File: config.mk
export PLATFORM = sky130hd
export DESIGN_NAME = irq_router
export DESIGN_NICKNAME = d
export VERILOG_FILES = /design/src/rtl/irq_router_pkg.sv /design/src/rtl/irq_src_cond.sv /design/src/rtl/irq_route.sv /design/src/rtl/irq_regs.sv /design/src/rtl/irq_router.sv
export SDC_FILE = /design/constraint.sdc
export NUM_CORES = 1
export LEC_CHECK = 0
export ABC_CLOCK_PERIOD_IN_PS = 2100
export BUFFER_PORTS_ARGS = -buffer_cell sky130_fd_sc_hd__buf_2
export CAP_MARGIN = 20
export CORE_MARGIN = 2
export CORE_UTILIZATION = 50
export CTS_CLUSTER_DIAMETER = 40
export DETAILED_ROUTE_END_ITERATION = 8
export MAX_ROUTING_LAYER = met4
export PLACE_DENSITY_LB_ADDON = 0.2
export SETUP_SLACK_MARGIN = 0.5
export SYNTH_ARGS = -nofsm -noshare
export SYNTH_HDL_FRONTEND = slang
export SYNTH_SLANG_ARGS = --single-unit
File: constraint.sdc
create_clock -name clk -period 2.1 [get_ports clk]
set_input_delay 0.105 -clock clk [delete_from_list [all_inputs] [get_ports clk]]
set_output_delay 0.105 -clock clk [all_outputs]
set_load 0.01 [all_outputs]
File: src/rtl/irq_router_pkg.sv
package irq_router_pkg;

  localparam int BUS_W    = 32;
  localparam int NIB_W    = 4;
  localparam int SRC_PER_WORD = BUS_W / NIB_W;

  // register word indices
  localparam logic [2:0] W_CTRL_LO = 3'd0;
  localparam logic [2:0] W_CTRL_HI = 3'd1;
  localparam logic [2:0] W_STAT_A  = 3'd2;
  localparam logic [2:0] W_STAT_B  = 3'd3;
  localparam logic [2:0] W_STAT_C  = 3'd4;
  localparam logic [2:0] W_LINE_EN = 3'd5;
  localparam logic [2:0] W_CLEAR   = 3'd6;
  localparam logic [2:0] W_PINCFG  = 3'd7;

  localparam int LINE_EN_LSB = 16;

  typedef struct packed {
    logic       en;
    logic [2:0] dest;
  } src_nib_t;

  // true when a source nibble steers an enabled source to line k
  function automatic logic routed_to(input src_nib_t nib, input logic [2:0] k);
    return nib.en && (nib.dest == k);
  endfunction

  // polarity-corrected pin: field bit 0 set means active-low
  function automatic logic pin_active(input logic raw, input logic [1:0] cfg);
    return raw ^ cfg[0];
  endfunction

  // level mode when field bit 1 is set
  function automatic logic pin_is_level(input logic [1:0] cfg);
    return cfg[1];
  endfunction

endpackage

File: src/rtl/irq_src_cond.sv
module irq_src_cond
  import irq_router_pkg::*;
#(
  parameter int NUM_SRC = 16,
  parameter int NUM_PCI = 5
) (
  input  logic                       clk,
  input  logic                       rst_n,
  input  logic [NUM_PCI-1:0]         pci_pin_i,
  input  logic [NUM_SRC-NUM_PCI-1:0] evt_i,
  input  logic [2*NUM_PCI-1:0]       pcfg_i,
  input  logic [NUM_SRC-1:0]         clr_i,
  output logic [NUM_SRC-1:0]         pend_o,
  output logic [NUM_SRC-1:0]         set_evt_o
);

  localparam int NUM_EVT = NUM_SRC - NUM_PCI;

  logic [NUM_SRC-1:0] sticky_q;
  logic [1:0]         age_q;   // cycles since reset, saturating (assertion aid)

  always_ff @(posedge clk) begin
    if (!rst_n) age_q <= '0;
    else if (age_q != 2'd3) age_q <= age_q + 2'd1;
  end

  // sticky event latch: a new event wins over a clear in the same cycle
  always_ff @(posedge clk) begin
    if (!rst_n) sticky_q <= '0;
    else        sticky_q <= set_evt_o | (sticky_q & ~clr_i);
  end

  genvar p;
  generate
    for (p = 0; p < NUM_PCI; p++) begin : g_pin
      logic sync1_q, sync2_q, prev_q;
      logic act, lvl;

      always_ff @(posedge clk) begin
        if (!rst_n) begin
          sync1_q <= 1'b0;
          sync2_q <= 1'b0;
          prev_q  <= 1'b0;
        end else begin
          sync1_q <= pci_pin_i[p];
          sync2_q <= sync1_q;
          prev_q  <= act;
        end
      end

      assign act          = pin_active(sync2_q, pcfg_i[2*p +: 2]);
      assign lvl          = pin_is_level(pcfg_i[2*p +: 2]);
      assign set_evt_o[p] = act & ~prev_q;
      assign pend_o[p]    = lvl ? act : sticky_q[p];

      // level pending equals the pin two cycles back, polarity corrected
      p_level_follow_r8: assert property (@(posedge clk) disable iff (!rst_n)
        (age_q[1] && lvl) |-> (pend_o[p] == ($past(pci_pin_i[p], 2) ^ pcfg_i[2*p])));
    end

    for (p = 0; p < NUM_EVT; p++) begin : g_evt
      assign set_evt_o[NUM_PCI+p] = evt_i[p];
      assign pend_o[NUM_PCI+p]    = sticky_q[NUM_PCI+p];
    end

    for (p = 0; p < NUM_SRC; p++) begin : g_chk
      // a latched event holds until cleared
      p_sticky_hold_r7: assert property (@(posedge clk) disable iff (!rst_n)
        (sticky_q[p] && !clr_i[p]) |=> sticky_q[p]);
      // a clear without a fresh event empties the latch
      p_clear_takes_r9: assert property (@(posedge clk) disable iff (!rst_n)
        (clr_i[p] && !set_evt_o[p]) |=> !sticky_q[p]);
    end
  endgenerate

endmodule

File: src/rtl/irq_route.sv
module irq_route
  import irq_router_pkg::*;
#(
  parameter int NUM_SRC = 16,
  parameter int NUM_OUT = 6
) (
  input  logic                       clk,
  input  logic                       rst_n,
  input  logic [NUM_SRC-1:0]         pend_i,
  input  logic [NIB_W*NUM_SRC-1:0]   ctrl_i,
  input  logic [NUM_OUT-1:0]         line_en_i,
  output logic [NUM_OUT*NUM_SRC-1:0] status_o,
  output logic [NUM_OUT-1:0]         cpu_irq_o
);

  logic [NUM_SRC-1:0] hit [NUM_OUT];
  logic [NUM_OUT-1:0] col [NUM_SRC];
  logic [NUM_OUT-1:0] any_hit;

  genvar k, s;
  generate
    for (k = 0; k < NUM_OUT; k++) begin : g_line
      for (s = 0; s < NUM_SRC; s++) begin : g_src
        assign hit[k][s] = pend_i[s] & routed_to(src_nib_t'(ctrl_i[NIB_W*s +: NIB_W]), 3'(k));
        assign col[s][k] = hit[k][s];
      end
      assign any_hit[k] = |hit[k];
      assign status_o[k*NUM_SRC +: NUM_SRC] = hit[k];

      // a disabled line is low on the next cycle
      p_line_gate_r5: assert property (@(posedge clk) disable iff (!rst_n)
        !line_en_i[k] |=> !cpu_irq_o[k]);
      // an enabled line with pending status is high on the next cycle
      p_line_fire_r5: assert property (@(posedge clk) disable iff (!rst_n)
        (line_en_i[k] && any_hit[k]) |=> cpu_irq_o[k]);
    end

    for (s = 0; s < NUM_SRC; s++) begin : g_col
      // a source is seen on at most one line
      p_one_dest_r3: assert property (@(posedge clk) disable iff (!rst_n)
        $countones(col[s]) <= 1);
    end
  endgenerate

  always_ff @(posedge clk) begin
    if (!rst_n) cpu_irq_o <= '0;
    else        cpu_irq_o <= line_en_i & any_hit;
  end

endmodule

File: src/rtl/irq_regs.sv
module irq_regs
  import irq_router_pkg::*;
#(
  parameter int NUM_SRC = 16,
  parameter int NUM_PCI = 5,
  parameter int NUM_OUT = 6
) (
  input  logic                       clk,
  input  logic                       rst_n,
  input  logic [2:0]                 bus_word,
  input  logic                       bus_we,
  input  logic [BUS_W-1:0]           bus_wdata,
  output logic [BUS_W-1:0]           bus_rdata,
  input  logic [NUM_OUT*NUM_SRC-1:0] status_i,
  output logic [NIB_W*NUM_SRC-1:0]   ctrl_o,
  output logic [NUM_OUT-1:0]         line_en_o,
  output logic [2*NUM_PCI-1:0]       pcfg_o,
  output logic [NUM_SRC-1:0]         clr_o
);

  localparam int CTRL_W     = NIB_W * NUM_SRC;
  localparam int CTRL_WORDS = CTRL_W / BUS_W;
  localparam int HALF_W     = BUS_W / 2;

  logic [HALF_W-1:0] stat_half [8];

  genvar w;
  generate
    for (w = 0; w < CTRL_WORDS; w++) begin : g_ctrl
      always_ff @(posedge clk) begin
        if (!rst_n) ctrl_o[BUS_W*w +: BUS_W] <= '0;
        else if (bus_we && bus_word == 3'(w)) ctrl_o[BUS_W*w +: BUS_W] <= bus_wdata;
      end
      // a control word write lands as written
      p_ctrl_write_r2: assert property (@(posedge clk) disable iff (!rst_n)
        (bus_we && bus_word == 3'(w)) |=> (ctrl_o[BUS_W*w +: BUS_W] == $past(bus_wdata)));
    end

    for (w = 0; w < 8; w++) begin : g_half
      if (w < NUM_OUT) begin : g_used
        assign stat_half[w] = HALF_W'(status_i[w*NUM_SRC +: NUM_SRC]);
      end else begin : g_none
        assign stat_half[w] = '0;
      end
    end
  endgenerate

  always_ff @(posedge clk) begin
    if (!rst_n) begin
      line_en_o <= '0;
      pcfg_o    <= '0;
    end else if (bus_we) begin
      if (bus_word == W_LINE_EN) line_en_o <= bus_wdata[LINE_EN_LSB +: NUM_OUT];
      if (bus_word == W_PINCFG)  pcfg_o    <= bus_wdata[2*NUM_PCI-1:0];
    end
  end

  assign clr_o = (bus_we && bus_word == W_CLEAR) ? bus_wdata[NUM_SRC-1:0] : '0;

  always_comb begin
    unique case (bus_word)
      W_CTRL_LO: bus_rdata = ctrl_o[BUS_W-1:0];
      W_CTRL_HI: bus_rdata = ctrl_o[2*BUS_W-1:BUS_W];
      W_STAT_A:  bus_rdata = {stat_half[1], stat_half[0]};
      W_STAT_B:  bus_rdata = {stat_half[3], stat_half[2]};
      W_STAT_C:  bus_rdata = {stat_half[5], stat_half[4]};
      W_LINE_EN: bus_rdata = {HALF_W'(line_en_o), {HALF_W{1'b0}}};
      W_CLEAR:   bus_rdata = '0;
      W_PINCFG:  bus_rdata = BUS_W'(pcfg_o);
      default:   bus_rdata = '0;
    endcase
  end

endmodule

File: src/rtl/irq_router.sv
module irq_router
  import irq_router_pkg::*;
#(
  parameter int NUM_SRC = 16,
  parameter int NUM_PCI = 5,
  parameter int NUM_OUT = 6
) (
  input  logic                       clk,
  input  logic                       rst_n,
  input  logic [2:0]                 bus_word,
  input  logic                       bus_we,
  input  logic [31:0]                bus_wdata,
  output logic [31:0]                bus_rdata,
  input  logic [NUM_PCI-1:0]         pci_pin_i,
  input  logic [NUM_SRC-NUM_PCI-1:0] evt_i,
  output logic [NUM_OUT-1:0]         cpu_irq_o
);

  localparam int CTRL_W = NIB_W * NUM_SRC;

  logic [CTRL_W-1:0]          ctrl;
  logic [NUM_OUT-1:0]         line_en;
  logic [2*NUM_PCI-1:0]       pcfg;
  logic [NUM_SRC-1:0]         clr;
  logic [NUM_SRC-1:0]         pend;
  logic [NUM_SRC-1:0]         set_evt;
  logic [NUM_OUT*NUM_SRC-1:0] status;

  irq_regs #(.NUM_SRC(NUM_SRC), .NUM_PCI(NUM_PCI), .NUM_OUT(NUM_OUT)) u_regs (
    .clk(clk), .rst_n(rst_n), .bus_word(bus_word), .bus_we(bus_we),
    .bus_wdata(bus_wdata), .bus_rdata(bus_rdata), .status_i(status),
    .ctrl_o(ctrl), .line_en_o(line_en), .pcfg_o(pcfg), .clr_o(clr)
  );

  irq_src_cond #(.NUM_SRC(NUM_SRC), .NUM_PCI(NUM_PCI)) u_cond (
    .clk(clk), .rst_n(rst_n), .pci_pin_i(pci_pin_i), .evt_i(evt_i),
    .pcfg_i(pcfg), .clr_i(clr), .pend_o(pend), .set_evt_o(set_evt)
  );

  irq_route #(.NUM_SRC(NUM_SRC), .NUM_OUT(NUM_OUT)) u_route (
    .clk(clk), .rst_n(rst_n), .pend_i(pend), .ctrl_i(ctrl),
    .line_en_i(line_en), .status_o(status), .cpu_irq_o(cpu_irq_o)
  );

  // a clear write reaches only the sources named by its ones
  p_clear_scope_r9: assert property (@(posedge clk) disable iff (!rst_n)
    (clr != '0) |-> (bus_we && bus_word == W_CLEAR));

endmodule

# After elaboration in Yosys (flattened, before gate mapping)

Cells that the tools add are included.

Output and inout bits: 38
Flip-flop bits (word level): 117

Reductions and logical operators: 124
Equality and inequality tests: 87
Bitwise operators: 115
Multiplexer cells: 7

Operators with widths:

| cell                                                                  | count |
|---|---|
| 32-bit case mux with 8 select lines                                   | 1 |
| 3-bit equality test, second input constant                            | 36 |
| 3-bit by 2-bit equality test with 1-bit output, second input constant | 34 |
| 1-bit AND                                                             | 101 |
| 1-bit logical AND                                                     | 99 |
| 16-bit OR reduction                                                   | 6 |
| 3-bit by 1-bit equality test with 1-bit output, second input constant | 17 |
| 3-bit logical NOT                                                     | 17 |
| 16-bit AND                                                            | 1 |
| 16-bit 2-to-1 mux                                                     | 1 |
| 16-bit NOT                                                            | 1 |
| 16-bit OR                                                             | 1 |
| 6-bit AND                                                             | 1 |
| 1-bit 2-to-1 mux                                                      | 5 |
| 1-bit NOT                                                             | 5 |
| 1-bit XOR                                                             | 5 |
| 2-bit AND reduction                                                   | 2 |

# Depth between registers and ports, before layout

Gate-level depths: netlist of run 1.

Depth in word-level cells: 6
Depth in mapped cells: 8
Depth with buffers taken out: 5

# Cells and area by module

From an unflattened synthesis of run 1, not the netlist that was laid out.

Cell total of the unflattened synthesis: 942
Area total of the unflattened synthesis: 7,139.3 sq um

By module, submodules not included:

| module       | area an instance (sq um) | cells each | sequential area each (sq um) | times used |
|---|---|---|---|---|
| irq_regs     | 4,591.9                  | 593        | 1,601.5                      | 1 |
| irq_route    | 1,296.2                  | 221        | 120.1                        | 1 |
| irq_src_cond | 1,251.2                  | 128        | 620.6                        | 1 |

# Worst setup path before layout of run 1

OpenSTA, ideal clock, no wires.

Kind: register to register
Start: reg u_regs.pcfg_o[8]
End: reg u_route.cpu_irq_o[2]
Stages on the path, launching flop included: 5
Library setup time: 0.122 ns
Arrival: 1.446 ns
Required time: 1.978 ns
Path slack: 0.533 ns
Cell sequence: dfxtp_1 > xnor2_1 > a2111oi_2 > a311o_1 > o311a_1

Cells in the longest elaborated chain, start to end: 5

Ends and longest elaborated chain:

| what                     | RTL line             | RTL |
|---|---|---|
| start: declaration       | irq_regs.sv:17       | `output logic [2*NUM_PCI-1:0] pcfg_o,` |
| start signal: assignment | irq_regs.sv:54       | `if (bus_word == W_PINCFG) pcfg_o <= bus_wdata[2*NUM_PCI-1:0];` |
| 1-bit XOR                | irq_router_pkg.sv:31 | `return raw ^ cfg[0];` |
| 1-bit 2-to-1 mux         | irq_src_cond.sv:54   | `assign pend_o[p] = lvl ? act : sticky_q[p];` |
| 1-bit AND                | irq_route.sv:24      | `assign hit[k][s] = pend_i[s] & routed_to(src_nib_t'(ctrl_i[NIB_W*s +: NIB_W]), 3'(k));` |
| 16-bit OR reduction      | irq_route.sv:27      | `assign any_hit[k] = \|hit[k];` |
| 6-bit AND                | irq_route.sv:47      | `else cpu_irq_o <= line_en_i & any_hit;` |
| end signal: assignment   | irq_route.sv:47      |  |
| end: declaration         | irq_route.sv:13      | `output logic [NUM_OUT-1:0] cpu_irq_o` |

No other way between the ends.
A chain may end at the register's enable or synchronous reset.

# Final worst setup path of run 1

Start: reg u_regs.ctrl_o[10]
End: out bus_rdata[18]

Cells in the longest elaborated chain, start to end: 4
Elaborated cells between the ends (all ways): 10

Ends and longest elaborated chain:

| what                                        | RTL line             | RTL |
|---|---|---|
| start: declaration                          | irq_regs.sv:15       | `output logic [NIB_W*NUM_SRC-1:0] ctrl_o,` |
| start signal: indexed assignment            | irq_regs.sv:32       | `else if (bus_we && bus_word == 3'(w)) ctrl_o[BUS_W*w +: BUS_W] <= bus_wdata;` |
| 3-bit equality test (tied with other cells) | irq_router_pkg.sv:26 | `return nib.en && (nib.dest == k);` |
| 1-bit logical AND                           | irq_router_pkg.sv:26 |  |
| 1-bit AND                                   | irq_route.sv:24      |  |
| 32-bit case mux with 8 select lines *       | irq_regs.sv:61       | `unique case (bus_word)` |
| end: declaration                            | irq_router.sv:13     | `output logic [31:0] bus_rdata,` |

Every way passes the cells marked *; elsewhere a longest branch is shown, timed or not.

==> results list, run 1 <==
- Run status: finished with violations
- Failing checks: hold timing, setup timing
- CTS tree: built
- Net Count, Synth: 950
- Across every metal layer, demand over resource in global routing totals 42.5%.
- Weighted congestion at the end of routability-driven global placement: between 1 and 1.5
- The worst register-to-register path ends at u_route.cpu_irq_o[1].
* Crit path kind: flip-flop to output port
- The worst setup path is captured at an output port.
- In this run switching power makes up 29.1% of total power.
* H-Tree Level Count: 4
* Leading post-synthesis cells by cell area: dfxtp_1 34%, nand2_1 11%, a21boi_0 7.2%
- Once detail routing completed, the nets flagged for antenna violations numbered 0.
- Starting utilization of the core area: between 50% and 60%
* Number of primary I/O pins: 92
* Relative contribution of the clock network to total power: 48.0%
- Counting the fill cells in the layout gives between 900 and 1,000.
- Switching pwr: ~1.8 mW
* CTS sink count: around 120
- In this run, placement finished with an instance count of ~1,200.
- Final-stage net count: around 1,100
- Setup repair after global routing could not meet its margin everywhere.
- In this run the most critical hold path is launched from bus_wdata[11].
- Once detailed placement completed, the half-perimeter wirelength came to between 20 and 25 mm.
* Fraction of layout cells with a size suffix above 1: 35.5%
- Die boundary width: about 120 um
- The largest single stage delay on the critical path is 340 ps.
- Tightest Hold Check Type: input pin to flip-flop
- Of the available clock period, the critical path in the final layout requires 102%.
- After detailed placement, the total cell area comes to a little under 8000 sq um.
- Largest net degree at the start of global routing: 50
* Total inserted antenna cells: 0
- The tree is rooted in a clkbuf_16.
* Worst setup skew after layout: 10.3 ps
- Per report_power, the sequential group accounts for roughly two fifths of the total.
- Yosys printed 0 warnings.
* Worst slew pin tran: 683 ps
- Setup violations, final: 3
- The routed design could run at a clock period as short as approximately 2100 ps.
* Critical-path cell list: nand3b_1 > a211oi_4 > nand2_1 > a221o_1 > a21oi_2 > buf_2
* Via density per instance: around 6.4
- IO Port Bufs: around 90
- For this run, design rule violations remaining after detail routing come to 0.
- Combinational logic burns 13.2% of the power.
- After clock tree synthesis, the clock-pin slew on the worst setup and hold paths is ~60 ps.
- After the first detailed-routing iteration, the DRC count stood at ~1,300.
* Wire length on met2: 13.4 mm
- Across the run, the number of max-cap violations was 0.
- Synthesis produced 896 cells.
- Length of routed met3 wiring: approximately 3.7 mm
- IR analysis of the VDD net gives a maximum drop of between 700 and 800 uV.
* Count of cell types in the netlist: 72
- Number of buffers between clock root and the deepest sink: 2
* Post-route met1 wirelength: ~12 mm
- At the end of the flow the core is filled with cells to around 75%.
* Part of the Yosys area used for sequential elements: about a third
* CTS Buf Count: 17
- Worst slew margin relative to its limit: a little over half
- Routed length per placed instance: about 23 um
- Top cell type's share of synthesized area: around a third
* Final setup TNS: -44.6 ps
* First drt pass iteration count: 6
* Biggest fanout along the worst timing path: 4
* Routed wire length: 30.0 mm
- Topmost layer with routed signal wires: met4
- Share of synthesized registers carrying an async set or reset: 0%
- A synthesized cell averages approximately 7.6 sq um.
- Req. time, crit path: roughly 2000 ps
* Worst slack at placement: just over 50 ps
* PnR worst setup slack: -32.6 ps
- Crit path DAT: about 2000 ps
- Highest clock frequency the design can meet: 0.469 GHz
* Die H: around 120 um
- Post-Syn Area: roughly 7000 sq um
- End point of the most critical hold path: u_regs.ctrl_o[43]
* Total power per unit cell area: around 610 nW/um^2
- Worst reg2reg setup slack: 380 ps
- Cell internal pwr: 4.33 mW
- The number of slew-limit violations in the final report was 0.
- Min-Delay Path Depth: 3
* Worst hold margin: -1.97 ps
- The initialized floorplan defines 42 standard-cell rows.
* Cell type with the largest total area after synthesis: dfxtp_1
- Crit path max-delay cell type: dfxtp_4
- Once layout is done, the placed cells without fillers occupy between 9000 and 10,000 sq um.
- The number of antenna violations at the first check in global routing is 0.
- Startpoint kind of the worst setup timing path: flip-flop
* Number of flip-flops and latches in the synthesized netlist: between 100 and 150
- The area growth from synthesis to layout is 47.0%.
* Via Count: a little over 8,000
- Summed over all cells, the static leakage comes to approximately 3.7 nW.
- Number of enable flip-flop cells after synthesis: 0
* Via count of the first global-routing pass: ~7,600
* First-pass GRT wire length: about 45 mm
- Filler-free cell count of the finished design: ~1,300
* R2R Path Start: u_regs.pcfg_o[6]
* Predominant post-synthesis flop cell: dfxtp_1
- Core region area: 13,200 sq um
- Floorplan die area: 14,500 sq um
- The number of endpoints with negative hold slack in the final report is 1.
* Number of cells on the worst reg-to-reg path: 7
* Worst-skew pair later-pin latency: approximately 430 ps
* Remaining global-route overflow: 0
==> sequential cells by signal (all words and copies together), names as in the netlist <==
name / cells
u_regs.ctrl_o: 64
u_cond.g_pin.prev_q: 5
u_regs.pcfg_o: 10
u_regs.line_en_o: 6
u_route.cpu_irq_o: 6
u_cond.g_pin.sync2_q: 5
u_cond.sticky_q: 16
u_cond.g_pin.sync1_q: 5
==> worst max-delay path by stage <==
stage                                 start                   end  depth (start not counted)
after global routing      u_regs.ctrl_o[10]         bus_rdata[18]                          6
after CTS                 u_regs.ctrl_o[10]         bus_rdata[18]                          6
after detailed placement   u_regs.pcfg_o[7]         bus_rdata[19]                          6
after global placement     u_regs.pcfg_o[7]         bus_rdata[19]                          6
final                     u_regs.ctrl_o[10]         bus_rdata[18]                          6
after floorplan            u_regs.pcfg_o[8]  u_route.cpu_irq_o[2]                          4
==> what timing repair did <==
item                       CTS  global route
setup endpoints to repair   38            38
hold endpoints to repair    88             0
pin swaps                   58            35
hold buffers                47             0
buffers inserted            38            10
resized for setup          172            51
cloned                       0             0
==> area by class of cell <==
type | count | area (sq um) | share of cell area (%)
clock buffers | 18 | 439 | 4.40
flip-flops and latches | 117 | 2490 | 24.9
well taps | 176 | 220 | 2.20
clock inverters | 14 | 141 | 1.41
inverters | 26 | 100 | 1.00
repair buffers | 242 | 1840 | 18.4
multi-input cells | 690 | 4760 | 47.7
==> cells by family (layout without fill, tap and decap cells) <==
kind of cell	count (synthesis)	count (layout)	synth area share (%)
compound gates	250	250	26.8
buf+inv	89	300	5.39
flops	117	117	34.5
xor+xnor	8	8	1.25
simple gates	414	414	29.5
mux	18	18	2.65
==> per-layer routing <==
layer,track usage [%],vias to the layer above
met4,18.5,0
met1,55.5,3880
met5,-,-
met3,10.8,104
li1,-,3614
met2,62.3,607
==> Yosys cell counts, types with 5 or more instances <==
cell type / number
a21boi_0: 65
a21boi_1: 11
a21oi_1: 42
a221oi_1: 6
a31oi_1: 17
and2_1: 13
and3_1: 6
buf_1: 6
buf_2: 17
clkbuf_1: 37
dfxtp_1: 117
inv_1: 25
mux2i_1: 18
nand2_1: 207
nand2b_1: 12
nand3_1: 12
nand4_1: 6
nand4b_1: 13
nor2_1: 53
nor2b_1: 32
nor3_1: 13
nor3b_1: 6
nor4_1: 19
o21ai_0: 18
o22ai_1: 11
o311a_1: 5
o32a_1: 5
o32ai_1: 8
xnor2_1: 5
==> worst max-delay path: cells and delay by family (launching register included) <==
| family | cells | cell delay, ps |
|---|---|---|
| AND/OR/NAND/NOR | 2 | 340 |
| buffers and inverters | 1 | 150 |
| flip-flops | 1 | 340 |
| AO/OA/AOI/OAI | 3 | 780 |
==> through the flow <==
step / power (mW) / hold WS [ps]
6_report: 6.11 / -1.97
5_1_grt: 6.26 / 8.32
4_1_cts: 6.04 / 2.33
3_5_place_dp: 3.03 / 321
3_3_place_gp: 3.02 / 310
2_1_floorplan: 2.73 / 232
==> placed cells by master (no fill, tap or decap), drive strengths merged, types with 8 or more instances in the layout <==
| master | count |
|---|---|
| nand2 | 207 |
| buf | 195 |
| dfxtp | 117 |
| a21boi | 76 |
| nor2 | 54 |
| dlygate4sd3 | 47 |
| a21oi | 42 |
| inv | 33 |
| nor2b | 32 |
| o21ai | 20 |
| nor4 | 20 |
| clkbuf | 18 |
| mux2i | 18 |
| a31oi | 17 |
| nor3 | 14 |
| nand4b | 13 |
| and2 | 13 |
| nand3 | 13 |
| nand2b | 12 |
| o22ai | 11 |
| o32ai | 8 |
==> power by group through the flow <==
stage          Combinational [mW]  Sequential (mW)  Clock, mW
4_1_cts                     0.753             2.36       2.92
3_5_place_dp                0.605             2.42          0
5_1_grt                     0.852             2.37       3.03
6_report                    0.808             2.37       2.93
2_1_floorplan               0.351             2.38          0
3_3_place_gp                0.602             2.42          0
(Power assumes the default switching activity.)
==> run 2: changes to the inputs <==
--- a/config.mk
+++ b/config.mk
@@ -9,7 +9,7 @@
 export BUFFER_PORTS_ARGS = -buffer_cell sky130_fd_sc_hd__buf_2
 export CAP_MARGIN = 20
 export CORE_MARGIN = 2
-export CORE_UTILIZATION = 50
+export CORE_UTILIZATION = 30
 export CTS_CLUSTER_DIAMETER = 40
 export DETAILED_ROUTE_END_ITERATION = 8
 export MAX_ROUTING_LAYER = met4
==> run 2 against run 1 <==
Against the previous run: the run ends with setup timing left; sequential share of layout area fell by 1.4 points; global-route usage fell by 15 points; clock power grew 10%; critical path depth up 1; sequential cell count unchanged; worst setup slack better by 6.5 ps; combinational power grew 6.9%; clock skew up 1.1 ps; first-iteration DRC count shrank 36%; final cell count up 11%; non-clock buffer count up 27; core utilization decreased by 28 points; critical path type unchanged; critical endpoint is now bus_rdata[2].
==> results list, run 2 (synthesis results as in run 1) <==
* CTS tree: built
- Walking the worst path, the cells encountered are xnor2_4 > a211oi_4 > buf_4 > a22o_1 > a222oi_1 > a31oi_1 > buf_2.
- The delay of the slowest critical-path stage came to 340 ps (about the same).
- Critical path's top delay family: compound AO/OA/AOI/OAI gates
- The number of sinks handled by clock tree synthesis was 117 (unchanged).
- Highest ir drop seen on vdd: 444 uV (-37%)
- PnR worst setup slack: -26.0 ps (+6.54 ps)
- The overall power is 6.46 mW (+5.7%).
- The area taken by flip-flops and latches was 2510 sq um (+0.75%).
- Startpoint kind of the worst setup timing path: flip-flop
- Multi-input gate area in the final layout: 4990 sq um (+4.8%)
- The leakage power came to 3.91 nW (+5.2%).
- The average wire length per cell after detail routing is 22.6 um (-3.3%).
- Tightest Hold Check Type: input pin to flip-flop
- Total power per unit cell area: 606 nW/um^2 (-0.84%)
- Leaving out fill and tap cells, the most frequent cells in the layout are 201 x nand2_1, 108 x buf_4, 89 x buf_2.
- The final-stage net count was 1,175 (+2.4%).
* Total number of placement rows: 55 (+31%)
* Total inserted antenna cells: 0 (unchanged)
- Final core utilization: 47.5% (-28 points)
- Biggest fanout along the worst timing path: 4 (unchanged)
* Area Growth Syn to Fin: 56.8%
- The setup slack after placement is 31.1 ps (-19.9 ps).
- Largest net degree at the start of global routing: 38 (-24%)
- The total track usage came to 27.9% (-15 points).
* Worst slew margin relative to its limit: 60.1% (+6.0 points)
* First-pass GRT wire length: 48.8 mm (+8.9%)
* Count of routing violations after the opening detailed-route iteration: 833 (-36%)
- Reported max-cap violation count: 0 (unchanged)
- The total iterations of the first detailed-routing run is 5 (-1).
- The via density per instance is 5.62 (-12%).
* Setup repair after global routing missed its margin: yes
* Worst-skew pair later-pin latency: 430 ps (about the same)
- The maximum frequency from static timing analysis came to 0.470 GHz (+0.31%).
- Root buffer cell: clkbuf_16
- Weighted congestion at the end of routability-driven global placement: 1.03 (-2.2%)
* H-Tree Level Count: 4 (unchanged)
- Worst slew pin tran: 599 ps (-84.4 ps)
- Final ANT Viol Nets: 0 (unchanged)
- Fraction of power spent switching nets: 27.3% (-1.8 points)
* Instance area after placement: 7980 sq um (+3.7%)
* Largest Register: u_regs.ctrl_o
- Number of primary I/O pins: 92 (unchanged)
- Run status: finished with violations
* Logic pwr share: 13.4% (+0.2 points)
- Failing checks: setup timing
- The number of slew-limit violations in the final report is 0 (unchanged).
- The part of the power in the clock network was 50.1% (+2.1 points).
- Registers with the highest flip-flop counts: u_regs.ctrl_o (64), u_cond.sticky_q (16), u_regs.pcfg_o (10)
* Sequential Power Share: 36.6% (-2.2 points)
* Via Count: 7,970 (-2.9%)
- The setup TNS after final layout is -35.4 ps (+9.19 ps).
* Clock edge transition at the registers on the reported setup and hold paths: 60 ps (about the same)
- Crit path DAT: 2020 ps (about the same)
* Number of antenna violations at the first check in global routing: 0 (unchanged)
* Floorplan die area: 23,900 sq um (+64%)
- Setup violations, final: 2 (-1)
* Endpoint type of the worst setup path: output port
* Share of the cycle needed by the critical path after routing: 101% (-0.31 points)
* Detailed-placement wirelength estimate: 23.0 mm (+13%)
- The deepest clock path buffer count is 2 (unchanged).
* Fraction of layout cells with a size suffix above 1: 40.3% (+4.8 points)
* Placed Cells: 1,285 (+11%)
- Die H: 155 um (+28%)
* Worst setup skew after layout: 11.5 ps (+1.15 ps)
* Core region area: 22,400 sq um (+69%)
- The count of buffer and inverter cells on the critical path came to 2 (+1).
* Starting utilization of the core area: 30.3% (-21 points)
* CTS Buf Count: 17 (unchanged)
- The internal power contribution was 4.69 mW (+8.4%).
- The total wire length is 32.1 mm (+7.0%).
- Crit path kind: flip-flop to output port
- The global route total overflow is 0 (unchanged).
- IO Port Bufs: 91 (unchanged)
- The minimum period implied by the final worst setup slack was 2130 ps (-6.54 ps).
* Die boundary width: 155 um (+28%)
- DR DRC count: 0 (unchanged)
- Fillers: 2,250 (+130%)
- The flip-flop count of the largest register, all copies and words added is 64 (unchanged).
- Most frequent standard cell in the layout excluding fill and tap cells: nand2_1
- Switching pwr: 1.76 mW (-0.75%)
- The worst-case hold slack was 229 ps (+231 ps).
- The number of global-route vias before repair was 7,853 (+3.8%).
- The post-route standard cell area excluding fillers came to 10,700 sq um (+6.6%).
- Filler-free cell count of the finished design: 1,419 (+11%)
* Number of hold violations in the final report: 0 (-1)
- The slowest stage of the critical path is the dfxtp_2 cell.
* Req. time, crit path: 2000 ps (about the same)
==> run 2: path summary, 6_finish.rpt <==
kind	startpoint	to	slack (ps)	cells after the start
max	u_cond.g_pin[2].sync2_q	bus_rdata[2]	-30	7
min	rst_n	u_regs.ctrl_o[14]	230	2
max reg2reg	u_regs.ctrl_o[54]	u_route.cpu_irq_o[1]	310	6
min reg2reg	u_cond.g_pin[0].sync1_q	u_cond.g_pin[0].sync2_q	430	1
==> run 2: power by group through the flow <==
stage	combinational, mW	clock, mW	sequential (mW)
floorplan	0.351	0	2.38
global placement	0.644	0	2.42
detailed placement	0.644	0	2.42
CTS	0.814	3.26	2.35
global route	0.925	3.37	2.36
finish	0.864	3.23	2.36
==> run 2: metal layers <==
layer,part of all wire (%),up-vias,track usage (%)
li1,-,3662,-
met4,4.1,0,10.7
met3,7.5,84,4.74
met1,44,3833,37.3
met2,44,391,42.2
met5,0,-,-
==> run 2: what timing repair did <==
action | in CTS | in global routing
hold buffers | 48 | 0
setup buffers | 43 | 11
hold endpoints to repair | 93 | 0
gates cloned | 0 | 0
resized for setup | 212 | 71
pin swaps | 76 | 44
endpoints found under the setup margin | 38 | 38
==> run 2: cell type report <==
| type | count | share of cell area [%] |
|---|---|---|
| tap | 285 | 3.35 |
| clock inverter | 14 | 1.87 |
| timing repair buffer | 269 | 19.3 |
| multi-input combinational | 690 | 46.8 |
| inverter | 26 | 0.940 |
| sequential | 117 | 23.5 |
| clock buffer | 18 | 4.12 |
==> run 2: worst reg2reg max path: stages, from the launching register on <==
cell	delay, ps
dfxtp_4	380
and4b_2	280
o2bb2ai_4	140
a311oi_2	220
buf_4	160
nand4_1	130
o311a_1	360
==> run 3: changes to the inputs <==
--- a/config.mk
+++ b/config.mk
@@ -14,7 +14,6 @@
 export DETAILED_ROUTE_END_ITERATION = 8
 export MAX_ROUTING_LAYER = met4
 export PLACE_DENSITY_LB_ADDON = 0.2
-export SETUP_SLACK_MARGIN = 0.5
 export SYNTH_ARGS = -nofsm -noshare
 export SYNTH_HDL_FRONTEND = slang
 export SYNTH_SLANG_ARGS = --single-unit
==> run 3 against run 2 <==
Against the previous run: the run still ends with setup timing left; register-to-register slack got worse by 100 ps; routed wire length decreased by 3.9%; clock-buffer cell count unchanged; fmax decreased by 1.5%; critical endpoint unchanged; power decreased by 1.6%; final area decreased by 10%; non-clock buffer count decreased by 37; via count decreased by 2.8%; die area unchanged.
==> results list, run 3 (synthesis results as in run 1) <==
- Run status: finished with violations
* Failing checks: setup timing
- Final instance area: 9560 sq um (-10%)
- Detailed-placement wirelength estimate: 23.0 mm (unchanged)
* Startpoint kind of the worst setup timing path: flip-flop
* Die H: 155 um (unchanged)
- The initial detailed-routing violation count came to 774 (-7.1%).
- The total instance count after detailed placement is 1,285 (unchanged).
* Final-stage net count: 1,138 (-3.1%)
- The post-route antenna net violation count was 0 (unchanged).
* H-Tree Level Count: 4 (unchanged)
- Total number of placement rows: 55 (unchanged)
- Critical-path cell list: nor2_4 > a211oi_2 > buf_4 > a22o_1 > a222oi_1 > a31oi_1 > buf_2
- Endpoint type of the worst setup path: output port
- The total die area is 23,900 sq um (unchanged).
- Post-route minimum period: 2160 ps (+32.5 ps)
- Crit path max-delay cell type: dfxtp_4
- The average wire length per cell after detail routing was 22.3 um (-1.3%).
- The count of vias placed by the detailed router is 7,747 (-2.8%).
- The setup skew after layout is 12.7 ps (+1.19 ps).
- Filler-free cell count of the finished design: 1,382 (-2.6%)
- Remaining global-route overflow: 0 (unchanged)
* Origin of the worst min-delay path: rst_n
- Number of primary I/O pins: 92 (unchanged)
- Reg-to-reg endpoint: u_route.cpu_irq_o[1]
- Crit path kind: flip-flop to output port
* Highest-count cells in the layout ignoring fill and taps: 206 x nand2_1, 91 x buf_2, 88 x buf_4
- Largest Register: u_regs.ctrl_o
- IO Port Bufs: 91 (unchanged)
* Starting utilization of the core area: 30.3% (unchanged)
- The total track usage was 26.7% (-1.2 points).
- Fillers: 2,347 (+4.3%)
- The leakage power was 3.54 nW (-9.3%).
- R2R Path Start: u_regs.ctrl_o[54]
* CTS Buf Count: 17 (unchanged)
- Tightest Hold Check Type: input pin to flip-flop
- Registers with the highest flip-flop counts: u_regs.ctrl_o (64), u_cond.sticky_q (16), u_regs.pcfg_o (10)
* Weighted congestion at the end of routability-driven global placement: 1.03 (unchanged)
- Max reg flops: 64 (unchanged)
- The number of max-cap violations is 0 (unchanged).
- CTS tree: built
* Final core utilization: 42.6% (-4.9 points)
* Via count of the first global-routing pass: 7,458 (-5.0%)
- Total inserted antenna cells: 0 (unchanged)
* PnR worst setup slack: -58.6 ps (-32.5 ps)
* Highest clock frequency the design can meet: 0.463 GHz (-1.5%)
* Share of the cycle needed by the critical path after routing: 103% (+1.5 points)
- The number of endpoints with negative hold slack in the final report was 0 (unchanged).
* CTS sink count: 117 (unchanged)
* Number of cells on the worst reg-to-reg path: 6 (unchanged)
- The number of antenna violations at the first check in global routing is 1 (+1).
- End point of the most critical hold path: u_route.cpu_irq_o[3]
- Min-Delay Path Depth: 3 (+1)
- Highest ir drop seen on vdd: 459 uV (+3.4%)
* Req. time, crit path: 2000 ps (about the same)
- Setup violations, final: 3 (+1)
* Largest net degree at the start of global routing: 38 (unchanged)
* DR DRC count: 0 (unchanged)
- Worst slew pin tran: 585 ps (-14.1 ps)
- The placed standard-cell area was 7980 sq um (unchanged).
- Total power per unit cell area: 665 nW/um^2 (+9.7%)
- Via density per instance: 5.61 (-0.20%)
- Critical path's top delay family: compound AO/OA/AOI/OAI gates
* Fraction of layout cells with a size suffix above 1: 27.2% (-13 points)
- Worst reg2reg setup slack: 210 ps (-100 ps)
- Clock edge transition at the registers on the reported setup and hold paths: 70 ps (about the same)
- Number of max-slew violations in the final report: 0 (unchanged)
- Number of buffers between clock root and the deepest sink: 2 (unchanged)
- Setup repair after global routing missed its margin: yes
- Die boundary width: 155 um (unchanged)
- Worst-skew pair later-pin latency: 430 ps (about the same)
- The worst-case hold slack was 210 ps (-18.7 ps).
- Largest incremental delay on the critical path: 430 ps (+90 ps)
- The total iterations of the first detailed-routing run was 6 (+1).
- Leaving out fill and tap cells, the most frequent cell in the layout is nand2_1.
- First-pass GRT wire length: 46.3 mm (-5.1%)
- The count of buffer and inverter cells on the critical path was 2 (unchanged).
* Biggest fanout along the worst timing path: 6 (+2)
* Area Growth Syn to Fin: 40.7%
- Crit path DAT: 2050 ps (+30 ps)
- The area of the core region is 22,400 sq um (unchanged).
- Worst slew margin relative to its limit: 61.0% (+0.94 points)
* Routed wire length: 30.9 mm (-3.9%)
- Root buffer cell: clkbuf_16
## run 3: stage by stage
stage                     TNS, ps  setup WS [ps]  total power, mW
final                        -161          -58.6             6.35
after global routing         -480           -116             6.56
after global placement          0           67.3             3.06
after detailed placement        0           31.1             3.06
after CTS                    -183          -50.6             6.38
after floorplan                 0            533             2.73
## run 3: layout make-up
| type | count | area (sq um) | share of cell area, % |
|---|---|---|---|
| multi-input combinational | 690 | 4370 | 45.7 |
| inverter | 26 | 97.6 | 1.02 |
| timing repair buffer | 232 | 1700 | 17.7 |
| tap | 285 | 357 | 3.73 |
| sequential | 117 | 2400 | 25.1 |
| clock inverter | 14 | 199 | 2.08 |
| clock buffer | 18 | 439 | 4.59 |
## run 3: timing repair
| action | in CTS | in global routing |
|---|---|---|
| endpoints found under the hold margin | 93 | 0 |
| pin swaps | 16 | 9 |
| setup endpoints to repair | 14 | 24 |
| hold buffers | 48 | 0 |
| resized for setup | 49 | 37 |
| buffers inserted | 10 | 7 |
| cloned | 0 | 0 |
## run 3: how the worst max path moves through the flow
stage | startpoint | to | slack (ps) | cells past startpoint
global route | u_regs.pcfg_o[0] | bus_rdata[0] | -120 | 7
CTS | u_regs.pcfg_o[8] | bus_rdata[20] | -50 | 6
finish | u_regs.pcfg_o[5] | bus_rdata[2] | -60 | 7
floorplan | u_regs.pcfg_o[8] | u_route.cpu_irq_o[2] | 530 | 4
global placement | u_regs.pcfg_o[5] | bus_rdata[18] | 70 | 6
detailed placement | u_regs.pcfg_o[5] | bus_rdata[18] | 30 | 6
## run 3: layer usage
layer	vias up	global-route usage, %	wire [um]	part of all wire [%]
met5	-	-	0	0
met4	0	10.4	1090	3.5
met3	62	5.21	2350	7.6
met2	359	40.1	13500	44
met1	3734	35.4	14000	45
li1	3592	-	-	-
## run 3: where the power goes
| part | internal (mW) | switching (mW) |
|---|---|---|
| clock network | 2.03 | 1.18 |
| registers | 2.29 | 0.0951 |
| logic | 0.346 | 0.417 |
## run 3: tightest hold or removal path: stages
cell and delay, ps:
buf_2 290, nand2_1 150, a41oi_1 40
